`src/rtl/sd_dac_pkg.sv`:
```
package sd_dac_pkg;

    // Output shaping selection; bit 1 set means the pins are released.
    typedef enum logic [1:0] {
        MODE_NRZ  = 2'b00,
        MODE_RZ   = 2'b01,
        MODE_OFF  = 2'b10,
        MODE_OFF2 = 2'b11
    } mode_e;

    // Shared modulator phase.
    typedef enum logic [1:0] {
        PH_IDLE   = 2'b00,
        PH_FIRST  = 2'b01,
        PH_SECOND = 2'b10
    } phase_e;

    function automatic logic mode_is_off(input logic [1:0] m);
        return m[1];
    endfunction

endpackage

```
`src/rtl/sd_phase_fsm.sv`:
```
module sd_phase_fsm
    import sd_dac_pkg::*;
(
    input  logic   clk,
    input  logic   rst,
    input  logic   tick,
    input  logic   off,
    output phase_e phase,
    output logic   step,
    output logic   clear
);

    phase_e state_q;
    phase_e state_d;

    // State register.
    always_ff @(posedge clk) begin
        if (rst) begin
            state_q <= PH_IDLE;
        end else begin
            state_q <= state_d;
        end
    end

    // Next-state logic: start, split, advance, release.
    always_comb begin
        state_d = state_q;
        if (off) begin
            state_d = PH_IDLE;                  // release
        end else if (tick) begin
            unique case (state_q)
                PH_IDLE:   state_d = PH_FIRST;  // start
                PH_FIRST:  state_d = PH_SECOND; // split
                PH_SECOND: state_d = PH_FIRST;  // advance
                default:   state_d = PH_IDLE;
            endcase
        end
    end

    // Outputs.
    always_comb begin
        phase = state_q;
        clear = off;
        step  = 1'b0;
        if (!off && tick) begin
            unique case (state_q)
                PH_IDLE:   step = 1'b1;
                PH_FIRST:  step = 1'b0;
                PH_SECOND: step = 1'b1;
                default:   step = 1'b0;
            endcase
        end
    end

endmodule

```
`src/rtl/sd_code_regs.sv`:
```
module sd_code_regs #(
    parameter int CH = 2,
    parameter int DW = 16,
    parameter int BW = 8,
    localparam int NB = DW / BW,
    localparam int AW = $clog2(CH * NB)
) (
    input  logic                   clk,
    input  logic                   rst,
    input  logic                   wr_en,
    input  logic [AW-1:0]          wr_addr,
    input  logic [BW-1:0]          wr_data,
    output logic [CH-1:0][DW-1:0]  code
);

    logic [CH-1:0][NB-2:0][BW-1:0] stage_q;

    for (genvar c = 0; c < CH; c++) begin : g_ch
        // Lower bytes are staged until the top byte arrives.
        for (genvar b = 0; b < NB - 1; b++) begin : g_low
            always_ff @(posedge clk) begin
                if (rst) begin
                    stage_q[c][b] <= '0;
                end else if (wr_en && wr_addr == AW'(c * NB + b)) begin
                    stage_q[c][b] <= wr_data;
                end
            end
        end

        // Top byte commits the whole code in one cycle.
        always_ff @(posedge clk) begin
            if (rst) begin
                code[c] <= '0;
            end else if (wr_en && wr_addr == AW'(c * NB + NB - 1)) begin
                code[c] <= {wr_data, stage_q[c]};
            end
        end
    end

endmodule

```
`src/rtl/sd_accum.sv`:
```
module sd_accum #(
    parameter int DW = 16
) (
    input  logic          clk,
    input  logic          rst,
    input  logic          clear,
    input  logic          step,
    input  logic [DW-1:0] code,
    output logic          carry
);

    logic [DW-1:0] acc_q;
    logic [DW:0]   sum;

    assign sum = {1'b0, acc_q} + {1'b0, code};

    always_ff @(posedge clk) begin
        if (rst || clear) begin
            acc_q <= '0;
            carry <= 1'b0;
        end else if (step) begin
            acc_q <= sum[DW-1:0];
            carry <= sum[DW];
        end
    end

endmodule

```
`src/rtl/sd_out_shaper.sv`:
```
module sd_out_shaper
    import sd_dac_pkg::*;
(
    input  logic [1:0] mode,
    input  phase_e     phase,
    input  logic       carry,
    input  logic       port_in,
    output logic       pin
);

    always_comb begin
        unique case (mode_e'(mode))
            MODE_NRZ:  pin = carry;
            MODE_RZ:   pin = carry && (phase == PH_FIRST);
            MODE_OFF:  pin = port_in;
            MODE_OFF2: pin = port_in;
            default:   pin = port_in;
        endcase
    end

endmodule

```
`src/rtl/sd_dac_pair.sv`:
```
module sd_dac_pair
    import sd_dac_pkg::*;
#(
    parameter int CH = 2,
    parameter int DW = 16,
    parameter int BW = 8,
    localparam int AW = $clog2(CH * (DW / BW))
) (
    input  logic          clk,
    input  logic          rst,
    input  logic          tick,
    input  logic [1:0]    mode,
    input  logic          wr_en,
    input  logic [AW-1:0] wr_addr,
    input  logic [BW-1:0] wr_data,
    input  logic [CH-1:0] port_in,
    output logic [CH-1:0] pin_out
);

    phase_e               phase;
    logic                 step;
    logic                 clear;
    logic [CH-1:0]        carry;
    logic [CH-1:0][DW-1:0] code;

    sd_phase_fsm u_fsm (
        .clk   (clk),
        .rst   (rst),
        .tick  (tick),
        .off   (mode_is_off(mode)),
        .phase (phase),
        .step  (step),
        .clear (clear)
    );

    sd_code_regs #(.CH(CH), .DW(DW), .BW(BW)) u_regs (
        .clk     (clk),
        .rst     (rst),
        .wr_en   (wr_en),
        .wr_addr (wr_addr),
        .wr_data (wr_data),
        .code    (code)
    );

    for (genvar c = 0; c < CH; c++) begin : g_chan
        sd_accum #(.DW(DW)) u_acc (
            .clk   (clk),
            .rst   (rst),
            .clear (clear),
            .step  (step),
            .code  (code[c]),
            .carry (carry[c])
        );

        sd_out_shaper u_shape (
            .mode    (mode),
            .phase   (phase),
            .carry   (carry[c]),
            .port_in (port_in[c]),
            .pin     (pin_out[c])
        );
    end

endmodule

```
`config.mk`:
```
export PLATFORM = sky130hd
export DESIGN_NAME = sd_dac_pair
export DESIGN_NICKNAME = d
export VERILOG_FILES = /design/src/rtl/sd_dac_pkg.sv /design/src/rtl/sd_phase_fsm.sv /design/src/rtl/sd_code_regs.sv /design/src/rtl/sd_accum.sv /design/src/rtl/sd_out_shaper.sv /design/src/rtl/sd_dac_pair.sv
export SDC_FILE = /design/constraint.sdc
export NUM_CORES = 1
export LEC_CHECK = 0
export ABC_CLOCK_PERIOD_IN_PS = 2730
export BUFFER_PORTS_ARGS = -buffer_cell sky130_fd_sc_hd__buf_2
export CELL_PAD_IN_SITES_DETAIL_PLACEMENT = 1
export CELL_PAD_IN_SITES_GLOBAL_PLACEMENT = 2
export CORE_ASPECT_RATIO = 0.75
export CORE_MARGIN = 2
export CORE_UTILIZATION = 37
export DETAILED_ROUTE_END_ITERATION = 12
export PLACE_DENSITY = 0.89
export SYNTH_ARGS = -nofsm -noshare
export SYNTH_HDL_FRONTEND = slang
export SYNTH_SLANG_ARGS = --single-unit
```
`constraint.sdc`:
```
create_clock -name clk -period 2.73 [get_ports clk]
set_input_delay 0.1365 -clock clk [delete_from_list [all_inputs] [get_ports clk]]
set_output_delay 0.1365 -clock clk [all_outputs]
set_load 0.03 [all_outputs]
```
# Word-level counts from Yosys, hierarchy flattened
# Cells that the tools add are included.
[totals]
out_inout_bits = 2
reg_bits = 84
wordCells = 39
inputBits = 18
[op_classes]
n_reduce_logical = 15
n_eq_ne = 8
muxes = 5
add_sub_neg = 2
[ops]
columns = ["operator", "count"]
rows = [
  ["$add 16x16->17", 2],
  ["$eq 2x2->1 const B", 5],
  ["$logic_and 1x1->1", 7],
  ["$eq 2x1->1 const B", 3],
  ["$logic_not 2->1", 3],
  ["$pmux 1 s3", 2],
  ["$reduce_or 2->1", 3],
  ["$pmux 2 s2", 1],
  ["$mux 1", 2],
  ["$logic_not 1->1", 1],
  ["$logic_or 1x1->1", 1],
]

# Depth between registers and ports, before layout
[depth]
word_depth = 4
depth_mapped = 9

# By module
# A second synthesis with hierarchy kept.
[hier_totals]
cells_unflattened = 548
area_unflattened_um2 = 4972.3
[modules_own_cells]
columns = ["mod", "seq_area_each_um2", "instances", "cells_each", "area_each_um2"]
rows = [
  ["sd_accum", 340.3, 2, 181, 1462.7],
  ["sd_code_regs", 960.9, 1, 169, 1899.3],
  ["sd_phase_fsm", 40.0, 1, 9, 95.1],
  ["sd_out_shaper", 0.0, 2, 4, 26.3],
]

# Worst setup path after synthesis
# OpenSTA, ideal clock, no wires.
[synth_timing]
kind = "reg2reg"
start = "register u_regs.code[0] (netlist bit)"
end = "register g_chan[0].u_acc.acc_q[12]"
t_arrival_ns = 2.113
stages_incl_launch_ff = 9
period_less_slack_ns = 2.249
t_required_ns = 2.594
setup_ns = 0.136
path_slack_ns = 0.481
cell_sequence = "dfxtp_1 -> ha_1 -> fa_1 -> a21oi_1 -> o21ai_0 -> o21ai_0 -> o21ai_0 -> a2111oi_0 -> a211oi_1"
[synth_between]
elab_chain_len = 1
[synth_rtl]
columns = ["element", "line", "text"]
rows = [
  ["start: declaration", "sd_code_regs.sv:13", "output logic [CH-1:0][DW-1:0] code"],
  ["start signal: indexed assignment", "sd_code_regs.sv:35", "code[c] <= {wr_data, stage_q[c]};"],
  ["$add 16x16->17", "sd_accum.sv:15", "assign sum = {1'b0, acc_q} + {1'b0, code};"],
  ["end signal: assignment", "sd_accum.sv:22", "acc_q <= sum[DW-1:0];"],
  ["end: declaration", "sd_accum.sv:12", "logic [DW-1:0] acc_q;"],
]
# Every way passes these cells.
# A chain may end at the register's enable or synchronous reset.

# Final worst setup path
# Same ends and word-level chain as after synthesis.

==> metrics.txt <==
status complete, no violations; chip width 130 microns; fillcell total 1,397; Worst-Skew Late Latency 0.34 ns; port bufs 19; DP Area 0.00465 sq mm; Setup crit end kind flip-flop; critical path data arrival time 2.66 ns; Power Dens Cells 557 mW/mm^2; Primary FF master, synth dfxtp_1; H-tree Lvls 3; Worst-Margin Slew 0.804 ns; largest cells by area after synthesis dfxtp_1 38%, nand2_1 9.4%, a21oi_1 9.1%; Seq/Total Area, Yosys 0.381; drc violations 0; Peak supply drop 0.382 mV; Unique masters post-synth 46; drt via density 5.38; RePlAce Congestion 0.806; startpoint types flip-flop; hold path start wr_data[6]; crit path time final 2.46 ns; first-pass GRT wire length 19,900 microns; global-route total usage across every layer 0.198; Design Area, Final 0.00495 sq mm; combinational share of power 0.087; total power draw 0.00276 W; clk sinks 84; initial antenna violation count 0; total I/O pin count 20; vias in the first global route 3,967; PostCTS Resize Cnt 0; share of layout cells above drive strength 1 0.0960; register area 0.00168 sq mm; Hold-fix buffers, CTS 0; RR Endpoint g_chan[0].u_acc.acc_q[12]$_SDFFE_PP0P_; Detailed Route Iter0 Violations 192; Final TNS setup 0 ns; Clock Power Share 0.449; core area 0.0116 sq mm; drt first pass iters 4; leakage 2.04 nW; Overflow after GRT 0; kind of critical path flip-flop to flip-flop; CTS tree done; Avg WL per Cell 16.6 microns; Async S/R FF share, synth 0; clock-pin slew on the worst setup and hold paths 0.06 ns; EDFF count, synth 0; pin count of the biggest net entering global routing 50; clock skew 0.00570 ns; # Max-Cap Violations 0; worst path required time 2.93 ns; #FFs+latches synth 84; area taken by multi-input logic gates 0.00259 sq mm; Yosys top cell area share 0.381; Syn Inst Count 541; reg-to-reg critical path startpoint u_regs.code[0]$_SDFFE_PP0P_; # diodes 0; Worst R2R Setup Slack 0.27 ns; Initial Util 0.380; final hold vios 0; hold path depth 3; nets 599; die area 0.0128 sq mm; Reg2Reg Depth 8; maximum clock frequency 0.407 GHz; Net Sw Frac 0.247; Seq pwr share 0.464; average size of a mapped cell 8.16 sq um; via count 3,841; Post-Syn Area 0.00441 sq mm; clk buf depth 2; fin. max-slew vios 0; Ys Warns 0; chip height 98.6 microns; Final Setup Violations 0; final antenna-violating net count 0; P_int 0.00208 W; dominant cell type by area after synthesis dfxtp_1; post-CTS setup buffer count 0; cell chosen for the clock root clkbuf_16; row count 34; Hold Crit Class primary input to flip-flop; worst-path maximum fanout 3; Synthesized Nets 593; Slew headroom 0.462; final wirelength 11,900 microns; Final period util 0.900; RSZ-0062 raised after global routing no; CTS Buf Count 9; Syn-to-layout area delta 12.2%; dpl hpwl 8500 microns; Worst Hold Endpoint u_regs.code[14]$_SDFFE_PP0P_; Psw 0.000681 W
-- cell usage after synthesis, drive strengths merged (2+ instances only) --
library cell  number
and3               4
or2                2
ha                32
a41oi              2
o221a              5
buf                3
a21oi             80
o21bai             5
a21o              15
nor3               4
o221ai             3
or3                2
inv                4
o211ai             3
a211o              2
clkbuf            29
a31oi              5
o21ai             26
nand2b             3
fa                 2
nor2              36
xor2               4
nand3              7
a2111oi            3
nand2            111
o31ai              2
xnor2             19
nor2b              3
mux2i             16
dfxtp             84
o21a               4
nand4              3
a211oi             7
-- per-stage QoR --
| stage | setup WS (ns) | hold slack, ns | util | instances |
|---|---|---|---|---|
| final | 0.274 | 0.0902 | 0.426 | 714 |
| after global routing | 0.0565 | 0.0769 | 0.426 | 714 |
| after CTS | 0.281 | 0.0770 | 0.426 | 714 |
| after detailed placement | 0.328 | 0.437 | 0.400 | 698 |
| after global placement | 0.403 | 0.436 | 0.400 | 698 |
| after floorplan | 0.481 | 0.272 | - | 541 |
-- layout make-up --
| cell class | count | share of cell area |
|---|---|---|
| multi-input combinational | 421 | 0.524 |
| sequential | 84 | 0.340 |
| clock inverter | 5 | 0.0124 |
| inverter | 4 | 0.00303 |
| tap | 162 | 0.0409 |
| clock buffer | 11 | 0.0490 |
| timing repair buffer | 27 | 0.0313 |
-- per-layer routing --
metal  up-vias  routed length [microns]  track usage
li1       1919                        -            -
met1      1847                     5920        0.269
met2        57                     5430        0.317
met3        18                      274       0.0391
met4         0                      234       0.0612
met5         -                        0            0
-- critical path: stages (launching register included) --
cell	delay, ns
dfxtp_1	0.32
ha_1	0.23
fa_1	0.42
a21oi_1	0.21
o21ai_0	0.14
o21ai_0	0.25
o21ai_0	0.20
a2111oi_0	0.46
a211oi_1	0.10
-- state kept, by name (all words and copies together) (netlist names) --
signal and cells:
u_regs.code 32, g_chan.u_acc.carry 2, g_chan.u_acc.acc_q 32, u_fsm.phase 2
u_regs.stage_q 16
-- power by group through the flow --
stage               sequential [W]  combinational [W]  clock [W]
floorplan                  0.00130           0.000164          0
global placement           0.00130           0.000234          0
detailed placement         0.00131           0.000241          0
CTS                        0.00128           0.000242    0.00127
global route               0.00128           0.000269    0.00132
finish                     0.00128           0.000241    0.00124
-- kinds of logic after synthesis --
logic type	synth area share
and+or+nand+nor	0.170
AOI/OAI and AO/OA	0.232
DFF	0.381
buffers and inverters	0.0323
adders and majority gates	0.0998
xor gates and xnor gates	0.0456
muxes	0.0388
-- worst max-delay path by stage --
stage	from	endpoint	slack, ns	cells after the start
floorplan	u_regs.code[0]$_SDFFE_PP0P_	g_chan[0].u_acc.acc_q[12]$_SDFFE_PP0P_	0.48	8
global placement	u_regs.code[0]$_SDFFE_PP0P_	g_chan[0].u_acc.acc_q[12]$_SDFFE_PP0P_	0.40	8
detailed placement	u_regs.code[0]$_SDFFE_PP0P_	g_chan[0].u_acc.acc_q[12]$_SDFFE_PP0P_	0.33	8
CTS	u_regs.code[0]$_SDFFE_PP0P_	g_chan[0].u_acc.acc_q[12]$_SDFFE_PP0P_	0.28	8
global route	u_regs.code[0]$_SDFFE_PP0P_	g_chan[0].u_acc.acc_q[12]$_SDFFE_PP0P_	0.06	8
finish	u_regs.code[0]$_SDFFE_PP0P_	g_chan[0].u_acc.acc_q[12]$_SDFFE_PP0P_	0.27	8
-- layout by cell type (no fill, tap or decap), types with 7 or more instances in the layout --
cell type and instances:
nand2_1 111, dfxtp_1 84, a21oi_1 80, nor2_1 36
ha_1 32, o21ai_0 26, xnor2_1 19, buf_2 19
mux2i_1 16, a21o_1 15, clkbuf_16 9, buf_4 8
a211oi_1 7, nand3_1 7
Note: power is estimated with default switching activity, not from simulation.
